`src/rtl/magic_wake_pkg.sv`:
```
package magic_wake_pkg;

  localparam int unsigned OCTET_W = 8;
  localparam logic [OCTET_W-1:0] SYNC_OCTET = 8'hFF;

  typedef enum logic [1:0] {
    MS_HUNT  = 2'd0,
    MS_ARMED = 2'd1,
    MS_RUN   = 2'd2
  } match_state_e;

endpackage

```
`src/rtl/mwd_frame_track.sv`:
```
module mwd_frame_track #(
  parameter int unsigned ADDR_BYTES = 6,
  parameter int unsigned HDR_LEN    = 12
) (
  input  logic                      clk,
  input  logic                      rst_n,
  input  logic                      rx_valid,
  input  logic                      rx_sof,
  input  logic                      rx_eof,
  input  logic [7:0]                rx_data,
  input  logic [ADDR_BYTES*8-1:0]   station_addr,
  output logic                      byte_go,
  output logic                      frame_start,
  output logic                      payload,
  output logic                      dest_ok
);
  localparam int unsigned OFF_W = $clog2(HDR_LEN + 1);
  localparam logic [OFF_W-1:0] OFF_MAX = OFF_W'(HDR_LEN);
  localparam int NA = int'(ADDR_BYTES);

  logic [OFF_W-1:0] off_q, off_d, cur_off;
  logic             in_frame_q, in_frame_d;
  logic             uni_q, uni_d, grp_q, grp_d;
  logic [7:0]       dest_exp;
  int               didx;

  always_comb begin
    byte_go     = rx_valid & (rx_sof | in_frame_q);
    frame_start = rx_valid & rx_sof;
    cur_off     = rx_sof ? '0 : off_q;
    payload     = (cur_off == OFF_MAX);
    dest_ok     = uni_q | grp_q;
    didx        = (int'(cur_off) < NA) ? int'(cur_off) : 0;
    dest_exp    = station_addr[(NA - 1 - didx)*8 +: 8];

    in_frame_d = in_frame_q;
    off_d      = off_q;
    uni_d      = uni_q;
    grp_d      = grp_q;
    if (byte_go) begin
      in_frame_d = ~rx_eof;
      off_d      = (cur_off == OFF_MAX) ? cur_off : cur_off + 1'b1;
      if (int'(cur_off) < NA) begin
        uni_d = ((cur_off == '0) ? 1'b1 : uni_q) & (rx_data == dest_exp);
        if (cur_off == '0) grp_d = rx_data[0];
      end
    end
  end

  always_ff @(posedge clk or negedge rst_n) begin
    if (!rst_n) begin
      off_q      <= '0;
      in_frame_q <= 1'b0;
      uni_q      <= 1'b0;
      grp_q      <= 1'b0;
    end else if (byte_go) begin
      off_q      <= off_d;
      in_frame_q <= in_frame_d;
      uni_q      <= uni_d;
      grp_q      <= grp_d;
    end
  end

  assert_offset_bound_R4: assert property (@(posedge clk) disable iff (!rst_n)
    off_q <= OFF_MAX);

  assert_outside_idle_R10: assert property (@(posedge clk) disable iff (!rst_n)
    (!in_frame_q && !rx_sof) |=> $stable(off_q));

endmodule

```
`src/rtl/mwd_seq_match.sv`:
```
module mwd_seq_match
  import magic_wake_pkg::*;
#(
  parameter int unsigned ADDR_BYTES = 6,
  parameter int unsigned SYNC_LEN   = 6,
  parameter int unsigned COPIES     = 16
) (
  input  logic                      clk,
  input  logic                      rst_n,
  input  logic                      enable,
  input  logic                      frame_start,
  input  logic                      byte_go,
  input  logic                      payload,
  input  logic                      dest_ok,
  input  logic [7:0]                rx_data,
  input  logic [ADDR_BYTES*8-1:0]   station_addr,
  output logic                      hit
);
  localparam int unsigned FF_W  = $clog2(SYNC_LEN + 1);
  localparam int unsigned IDX_W = (ADDR_BYTES > 1) ? $clog2(ADDR_BYTES) : 1;
  localparam int unsigned CPY_W = (COPIES > 1) ? $clog2(COPIES) : 1;
  localparam logic [FF_W-1:0]  FF_LAST  = FF_W'(SYNC_LEN - 1);
  localparam logic [IDX_W-1:0] IDX_LAST = IDX_W'(ADDR_BYTES - 1);
  localparam logic [CPY_W-1:0] CPY_LAST = CPY_W'(COPIES - 1);
  localparam int NA = int'(ADDR_BYTES);

  match_state_e     st_q, st_d;
  logic [FF_W-1:0]  ff_q, ff_d;
  logic [IDX_W-1:0] idx_q, idx_d;
  logic [CPY_W-1:0] cpy_q, cpy_d;
  logic [7:0]       exp_byte;
  logic             is_sync, is_exp, step;

  always_comb begin
    exp_byte = station_addr[(NA - 1 - int'(idx_q))*8 +: 8];
    is_sync  = (rx_data == SYNC_OCTET);
    is_exp   = (rx_data == exp_byte);
    step     = byte_go & payload & dest_ok & enable;

    st_d  = st_q;
    ff_d  = ff_q;
    idx_d = idx_q;
    cpy_d = cpy_q;
    hit   = 1'b0;

    if (frame_start || !enable) begin
      st_d  = MS_HUNT;
      ff_d  = '0;
      idx_d = '0;
      cpy_d = '0;
    end else if (step) begin
      unique case (st_q)
        MS_HUNT: begin
          if (is_sync) begin
            if (ff_q == FF_LAST) begin
              st_d = MS_ARMED;
              ff_d = '0;
            end else begin
              ff_d = ff_q + 1'b1;
            end
          end else begin
            ff_d = '0;
          end
        end
        MS_ARMED: begin
          if (is_exp) begin
            st_d  = MS_RUN;
            idx_d = IDX_W'(1);
            cpy_d = '0;
          end else if (!is_sync) begin
            st_d = MS_HUNT;
            ff_d = '0;
          end
        end
        MS_RUN: begin
          if (is_exp) begin
            if (idx_q == IDX_LAST) begin
              idx_d = '0;
              if (cpy_q == CPY_LAST) begin
                hit   = 1'b1;
                st_d  = MS_HUNT;
                cpy_d = '0;
              end else begin
                cpy_d = cpy_q + 1'b1;
              end
            end else begin
              idx_d = idx_q + 1'b1;
            end
          end else begin
            st_d  = MS_HUNT;
            idx_d = '0;
            cpy_d = '0;
            ff_d  = is_sync ? FF_W'(1) : '0;
          end
        end
        default: begin
          st_d = MS_HUNT;
          ff_d = '0;
        end
      endcase
    end
  end

  always_ff @(posedge clk or negedge rst_n) begin
    if (!rst_n) begin
      st_q  <= MS_HUNT;
      ff_q  <= '0;
      idx_q <= '0;
      cpy_q <= '0;
    end else if (frame_start || !enable || step) begin
      st_q  <= st_d;
      ff_q  <= ff_d;
      idx_q <= idx_d;
      cpy_q <= cpy_d;
    end
  end

  assert_hit_needs_enable_R2: assert property (@(posedge clk) disable iff (!rst_n)
    hit |-> enable);

  assert_hit_needs_dest_R3: assert property (@(posedge clk) disable iff (!rst_n)
    hit |-> dest_ok);

  assert_sync_count_bound_R4: assert property (@(posedge clk) disable iff (!rst_n)
    ff_q <= FF_LAST);

  assert_hit_from_run_R5: assert property (@(posedge clk) disable iff (!rst_n)
    hit |-> (st_q == MS_RUN));

  assert_sof_clears_R10: assert property (@(posedge clk) disable iff (!rst_n)
    frame_start |=> (st_q == MS_HUNT && cpy_q == '0));

endmodule

```
`src/rtl/mwd_event.sv`:
```
module mwd_event (
  input  logic clk,
  input  logic rst_n,
  input  logic hit,
  input  logic status_clr,
  input  logic irq_en,
  input  logic pme_en,
  output logic wake_seen,
  output logic irq_pulse,
  output logic pme_pulse
);
  logic seen_q, seen_d, irq_q, irq_d, pme_q, pme_d, first;

  always_comb begin
    first  = hit & ~seen_q;
    seen_d = hit | (seen_q & ~status_clr);
    irq_d  = first & irq_en;
    pme_d  = first & pme_en;
  end

  always_ff @(posedge clk or negedge rst_n) begin
    if (!rst_n) begin
      seen_q <= 1'b0;
      irq_q  <= 1'b0;
      pme_q  <= 1'b0;
    end else begin
      seen_q <= seen_d;
      irq_q  <= irq_d;
      pme_q  <= pme_d;
    end
  end

  assign wake_seen = seen_q;
  assign irq_pulse = irq_q;
  assign pme_pulse = pme_q;

  assert_sticky_hold_R8: assert property (@(posedge clk) disable iff (!rst_n)
    (wake_seen && !status_clr) |=> wake_seen);

  assert_irq_single_R9: assert property (@(posedge clk) disable iff (!rst_n)
    irq_pulse |=> !irq_pulse);

  assert_pme_single_R9: assert property (@(posedge clk) disable iff (!rst_n)
    pme_pulse |=> !pme_pulse);

  assert_irq_on_rise_R9: assert property (@(posedge clk) disable iff (!rst_n)
    irq_pulse |-> $rose(wake_seen));

  assert_pme_on_rise_R9: assert property (@(posedge clk) disable iff (!rst_n)
    pme_pulse |-> $rose(wake_seen));

endmodule

```
`src/rtl/magic_wake_detect.sv`:
```
module magic_wake_detect #(
  parameter int unsigned ADDR_BYTES = 6,
  parameter int unsigned SYNC_LEN   = 6,
  parameter int unsigned COPIES     = 16,
  parameter int unsigned HDR_LEN    = 12
) (
  input  logic                    clk,
  input  logic                    rst_n,
  input  logic                    rx_valid,
  input  logic                    rx_sof,
  input  logic                    rx_eof,
  input  logic [7:0]              rx_data,
  input  logic [ADDR_BYTES*8-1:0] station_addr,
  input  logic                    wake_en,
  input  logic                    irq_en,
  input  logic                    pme_en,
  input  logic                    status_clr,
  output logic                    wake_seen,
  output logic                    irq_pulse,
  output logic                    pme_pulse,
  output logic                    rx_block
);
  logic byte_go, frame_start, payload, dest_ok, hit;

  mwd_frame_track #(.ADDR_BYTES(ADDR_BYTES), .HDR_LEN(HDR_LEN)) u_track (
    .clk(clk), .rst_n(rst_n), .rx_valid(rx_valid), .rx_sof(rx_sof),
    .rx_eof(rx_eof), .rx_data(rx_data), .station_addr(station_addr),
    .byte_go(byte_go), .frame_start(frame_start), .payload(payload),
    .dest_ok(dest_ok)
  );

  mwd_seq_match #(.ADDR_BYTES(ADDR_BYTES), .SYNC_LEN(SYNC_LEN), .COPIES(COPIES)) u_match (
    .clk(clk), .rst_n(rst_n), .enable(wake_en), .frame_start(frame_start),
    .byte_go(byte_go), .payload(payload), .dest_ok(dest_ok),
    .rx_data(rx_data), .station_addr(station_addr), .hit(hit)
  );

  mwd_event u_event (
    .clk(clk), .rst_n(rst_n), .hit(hit), .status_clr(status_clr),
    .irq_en(irq_en), .pme_en(pme_en), .wake_seen(wake_seen),
    .irq_pulse(irq_pulse), .pme_pulse(pme_pulse)
  );

  assign rx_block = wake_en;

endmodule

```
`config.mk`:
```
export PLATFORM = sky130hd
export DESIGN_NAME = magic_wake_detect
export DESIGN_NICKNAME = d
export VERILOG_FILES = /design/src/rtl/magic_wake_pkg.sv /design/src/rtl/mwd_frame_track.sv /design/src/rtl/mwd_seq_match.sv /design/src/rtl/mwd_event.sv /design/src/rtl/magic_wake_detect.sv
export SDC_FILE = /design/constraint.sdc
export NUM_CORES = 1
export LEC_CHECK = 0
export ABC_AREA = 1
export ABC_CLOCK_PERIOD_IN_PS = 2650
export BUFFER_PORTS_ARGS = -buffer_cell sky130_fd_sc_hd__buf_4
export CAP_MARGIN = 5
export CORE_MARGIN = 1
export CORE_UTILIZATION = 30
export DETAILED_ROUTE_END_ITERATION = 12
export PLACE_DENSITY = 0.55
export SYNTH_ARGS = -nofsm -noshare
export SYNTH_HDL_FRONTEND = slang
export SYNTH_HIERARCHICAL = 1
export SYNTH_SLANG_ARGS = --single-unit
```
`constraint.sdc`:
```
create_clock -name clk -period 2.65 [get_ports clk]
set_input_delay 0.3975 -clock clk [delete_from_list [all_inputs] [get_ports clk]]
set_output_delay 0.3975 -clock clk [all_outputs]
set_load 0.02 [all_outputs]
```
# Yosys cells after proc, flatten, opt, wreduce, memory -nomap -nowiden
# Cells that the tools add are included.
[word_totals] reg_bits=22 input_bits=65 out_inout_bits=4
[classes] n_addsub=6 magnitude_cmp=1 eq_ne=18 n_shift=2 mux=42 n_bitwise=16 n_reduce_logical=13
[ops] operator="$shiftx 48x32->8" count=2
[ops] operator="$mux 3" count=12
[ops] operator="$mux 4" count=9
[ops] operator="$sub 4x29->29 const A" count=1
[ops] operator="$mux 2" count=9
[ops] operator="$eq 8x8->1" count=2
[ops] operator="$ne 4x4->1 const B" count=3
[ops] operator="$and 1x1->1" count=10
[ops] operator="$reduce_and 5->1" count=2
[ops] operator="$ne 3x1->1 const B" count=3
[ops] operator="$ne 3x3->1 const B" count=3
[ops] operator="$pmux 3 s3" count=1
[ops] operator="$add 4x1->4 const B" count=2
[ops] operator="$eq 4x4->1 const B" count=2
[ops] operator="$eq 8x8->1 const B" count=1
[ops] operator="$mux 1" count=8
[ops] operator="$pmux 4 s2" count=1
[ops] operator="$reduce_and 7->1" count=1
[ops] operator="$add 3x1->3 const B" count=2
[ops] operator="$eq 3x3->1 const B" count=2
[ops] operator="$pmux 2 s3" count=1
[ops] operator="$pmux 3 s2" count=1
[ops] operator="$logic_not 4->1" count=1
[ops] operator="$lt 4x3->1 const B" count=1
[ops] operator="13 further kinds" count=18

# Longest topological paths before layout
[depth] word_depth=9 ltp_mapped=20 ltp_nobuf=19

# By module
# Netlist, hierarchy kept.
[modules_own_cells] module="mwd_seq_match" n_inst=1 cells_each=306 area_per_inst_um2=1765.4 seq_area_each_um2=300.3
[modules_own_cells] module="mwd_frame_track" n_inst=1 cells_each=202 area_per_inst_um2=1106.1 seq_area_each_um2=175.2
[modules_own_cells] module="mwd_event" n_inst=1 cells_each=13 area_per_inst_um2=112.6 seq_area_each_um2=75.1
[modules_own_cells] module="magic_wake_detect" n_inst=1 cells_each=1 area_per_inst_um2=7.5 seq_area_each_um2=0.0

# Worst setup path after synthesis
# Ideal clock, no wire load.
[synth_path] path_kind="register to register" startpoint="register u_match.idx_q[1]" endpoint="register u_match.st_q[1]" arrival_time_ns=2.167 required_ns=2.530 path_slack_ns=0.362 stages_incl_launch_ff=17 path_buffers=1 period_less_slack_ns=2.288 cell_sequence="dfrtp_1 > inv_2 > ha_1 > buf_2 > nor2_4 > o21a_1 > o21ai_2 > nand2_1 > nand3_1 > nand2_1 > nand2_2 > nor2_8 > nand3_4 > nand2_2 > nor2_2 > nand2_1 > nand2_1"
[synth_between] elab_chain_cells=7 elab_cells_between_ends=13 cone_classes="1 x add/sub; 5 x eq/ne; 1 x shift; 5 x mux; 1 x reduce/logical"
[synth_rtl] item="start, declared" line="mwd_seq_match.sv:29" source="logic [IDX_W-1:0] idx_q, idx_d;"
[synth_rtl] item="start signal, assigned" line="mwd_seq_match.sv:113" source="idx_q <= idx_d;"
[synth_rtl] item="$sub 3x3->4" line="mwd_seq_match.sv:35" source="exp_byte = station_addr[(NA - 1 - int'(idx_q))*8 +: 8];"
[synth_rtl] item="$shiftx 48x32->8" line="mwd_seq_match.sv:35"
[synth_rtl] item="$eq 8x8->1" line="mwd_seq_match.sv:37" source="is_exp = (rx_data == exp_byte);"
[synth_rtl] item="$mux 2 (on tied branches)" line="mwd_seq_match.sv:76, mwd_seq_match.sv:66"
[synth_rtl] item="$pmux 2 s3" line="mwd_seq_match.sv:52" source="unique case (st_q)"
[synth_rtl] item="$mux 2" line="mwd_seq_match.sv:51" source="end else if (step) begin"
[synth_rtl] item="$mux 2" line="mwd_seq_match.sv:46" source="if (frame_start || !enable) begin"
[synth_rtl] item="end signal, assigned" line="mwd_seq_match.sv:111" source="st_q <= st_d;"
[synth_rtl] item="end, declared" line="mwd_seq_match.sv:27" source="match_state_e st_q, st_d;"
# Parallel ways exist; a longest one is shown, timed or not. The select of a mux whose other input is x is not followed.
# A chain may end at the register's enable or synchronous reset.

# Worst setup path after layout
[layout_path] startpoint="register u_match.idx_q[2]" endpoint="register u_match.st_q[0]"
# The elaborated chain is that of the path after synthesis.

==> impl_metrics.tcl <==
set metrics [dict create \
    synth.area.top_cells "nand2_1 (24%), dfrtp_1 (18%), nand3_1 (11%)" \
    vdd.ir_drop.worst_v 0.0002051 \
    worstPathArrival_ns 2.55 \
    critPathSlowestCell "dfrtp_1" \
    final-hold-violation-count 0 \
    synth_sequential_area_ratio 0.1840 \
    drt_first_iter_violations 141 \
    layout-drive-gt1-share 0.2091 \
    worst_ep_required_time_ns 2.80 \
    rsz_0062_raised_after_global_routing "no" \
    timing.final.max_slew_violations 0 \
    core_rows 36 \
    worst-r2r-setup-slack_ns 0.25 \
    synth_cell_type_count 39 \
    max_stage_delay_ns 0.43 \
    fp.dieW_um 101.9 \
    grt_antenna_before_repair 0 \
    floorplan.initialDensity 0.3075 \
    crit_fanout 5 \
    cts-hold-fix-buffers 0 \
    mappedNetlistArea_um2 2992 \
    min_path_type "in2async" \
    grt_overflow_total 0 \
    syn_inst 522 \
    drtPass1Iterations 9 \
    top_flip_flop_cell_by_instance_count_after_synthesis "dfrtp_1" \
    clkSlewWorstSetupHoldPaths_ns 0.08 \
    grt_pass1_wl_um 15550 \
    final_net_count 665 \
    total_routing_usage_gr 0.1892 \
    fin_crit_sh 0.9050 \
    antenna_cells 0 \
    tns_ns 0 \
    finalCriticalPeriod_ns 2.398 \
    crit_path_end_kind "flip-flop" \
    clk_lat_worst_skew_ns 0.26 \
    synthDominantAreaCellType "nand2_1" \
    utilization 0.3828 \
    ios 69 \
    floorplan.die.height_um 101.9 \
    gp_congestion 0.9154 \
    report.power.total_mw 1.422 \
    ys_seq_elements 22 \
    outcome "finished, violations left" \
    detailroute.via_count 3432 \
    mappedNetlistNets 593 \
    wl_um 9397 \
    synth_commonest_cells "nand2_1 (189), inv_1 (79), nand3_1 (65), nor2_1 (43), dfrtp_1 (22)" \
    synth.most_common_cell "nand2_1" \
    postSynth.asyncResetShare 1.000 \
    crit-reg2reg-launch "u_match/idx_q[2]$_DFFE_PN0P_" \
    pin_count_of_the_biggest_net_entering_global_routing 30 \
    yosysWarningCount 6 \
    port_buffers 68 \
    worst_clock_skew_ns 0.001672 \
    crit_path_start_kind "flip-flop" \
    clock_tree.root_cell "clkbuf_8" \
    r2r-end "u_match/st_q[0]$_DFFE_PN0P_" \
    numCtsBuffers 3 \
    first_global_vias 3339 \
    crit_chain "ha_2 -> buf_4 -> nand3_1 -> nand2_1 -> nand2_1 -> nand2_1 -> nand2_1 -> nand2_1 -> nand2_1 -> inv_1 -> nand2_2 -> nor2_8 -> nand2_4 -> nand2_2 -> nand2_2 -> o21ai_1 -> nand2_1" \
    synth_edf_count 0 \
    cts_tree "built" \
    maxCapViolations 0 \
    report.final.setup_viol 0 \
    post-route-cell-area_um2 3725 \
    slew-limit-headroom 0.6852 \
    p_leak_nw 2.179 \
    clock_sink_count 22 \
    ctsHtreeMaxLevel 1 \
    cts-root-to-sink-buffers 2 \
    wire_per_inst_um 12.94 \
    path_class "reg2reg" \
    antenna_violating_nets_post_route 0 \
    r2r.worst_path.cells 17 \
    synth_area_per_cell_um2 5.731 \
    core_region_area_um2 9729 \
    failing_checks "design-rule violations" \
    critical_path.most_common_cell "nand2_1" \
    max_clock_freq_mhz 417.0 \
    layout-area-overhead-vs-synth_pct 24.51 \
    floorplan.die_area_um2 10380 \
    dp_hpwl_um 7594 \
    powerDensity_nw_per_um2 381.8 \
    drt-vias-per-instance 4.727 \
    post_detailed_route_drc_marker_count 1 \
    postPlaceCellArea_um2 3654 \
    tightestPinTransition_ns 0.4673 \
    netlist.area_leader.share 0.2371 \
]
==> registers in the layout (all words and copies together) (netlist names) <==
name	count
u_event/irq_pulse	1
u_event/pme_pulse	1
u_track/grp_q	1
u_match/st_q	2
u_event/wake_seen	1
u_track/uni_q	1
u_match/cpy_q	4
u_track/in_frame_q	1
u_match/ff_q	3
u_match/idx_q	3
u_track/off_q	4
==> worst max path at each step <==
stage                                 start                     endpoint  slack, ns  cells after the start
6_report       u_match/idx_q[2]$_DFFE_PN0P_  u_match/st_q[0]$_DFFE_PN0P_       0.25                     17
5_1_grt        u_match/idx_q[1]$_DFFE_PN0P_  u_match/st_q[1]$_DFFE_PN0P_       0.01                     16
3_5_place_dp   u_match/idx_q[1]$_DFFE_PN0P_  u_event/pme_pulse$_DFF_PN0_       0.18                     15
2_1_floorplan  u_match/idx_q[1]$_DFFE_PN0P_  u_match/st_q[1]$_DFFE_PN0P_       0.36                     16
3_3_place_gp   u_match/idx_q[1]$_DFFE_PN0P_  u_event/irq_pulse$_DFF_PN0_       0.21                     15
4_1_cts        u_match/idx_q[1]$_DFFE_PN0P_  u_event/pme_pulse$_DFF_PN0_       0.15                     14
==> report_power, final <==
group	switching, mW	total (mW)	internal [mW]
sequential	0.0257	0.397	0.371
clock	0.111	0.243	0.132
combinational	0.493	0.782	0.289
total	0.629	1.42	0.793
==> stage by stage <==
step                hold WS, ns  worst slack (ns)  cells
global route            0.02661           0.01094    726
floorplan                0.1019            0.3623    522
CTS                     0.01602            0.1539    725
global placement         0.3083            0.2140    721
finish                  0.01513            0.2517    726
detailed placement       0.3077            0.1850    721
==> layout make-up <==
class,instances,area [um^2]
clock buffers,4,55.05
fillers,1127,6005
inverters,86,330.3
multi-input cells,401,2009
flip-flops and latches,22,550.5
well taps,133,166.4
repair buffers,80,613.1
==> per-layer routing <==
metal	wire, um	up-vias	global-route usage
met1	4136	1503	0.2391
met2	4365	125	0.3337
met4	304	0	0.07363
met5	0	-	0
met3	592	22	0.01642
li1	-	1782	-
==> repair_timing <==
item	4_1_cts	5_1_grt
resized for setup	0	2
endpoints found under the setup margin	0	13
buffers inserted	0	0
==> layout by cell type, fill, tap and decap left out, types with 6 or more instances in the layout <==
cell and count:
nand2_1 189, buf_4 79, inv_1 79, nand3_1 65, nor2_1 42, dfrtp_1 22, nand4_1 17, nand2_2 9
o21ai_0 8, o21ai_1 7, or2_1 6, o211ai_1 6
==> critical path: cells and delay by family, from the launching register on <==
kind | cells | cell delay (ns)
flops | 1 | 0.43
simple gates | 13 | 1.07
compound gates | 1 | 0.13
buf+inv | 2 | 0.24
fa+ha+maj | 1 | 0.43
==> kinds of logic after synthesis <==
logic type	Yosys count	share of synthesized area
fa+ha+maj	6	0.02509
buf+inv	100	0.1497
xor+xnor	4	0.01171
flops	22	0.1840
compound gates	35	0.07152
simple gates	355	0.5579
Note: power is estimated with default switching activity, not from simulation.
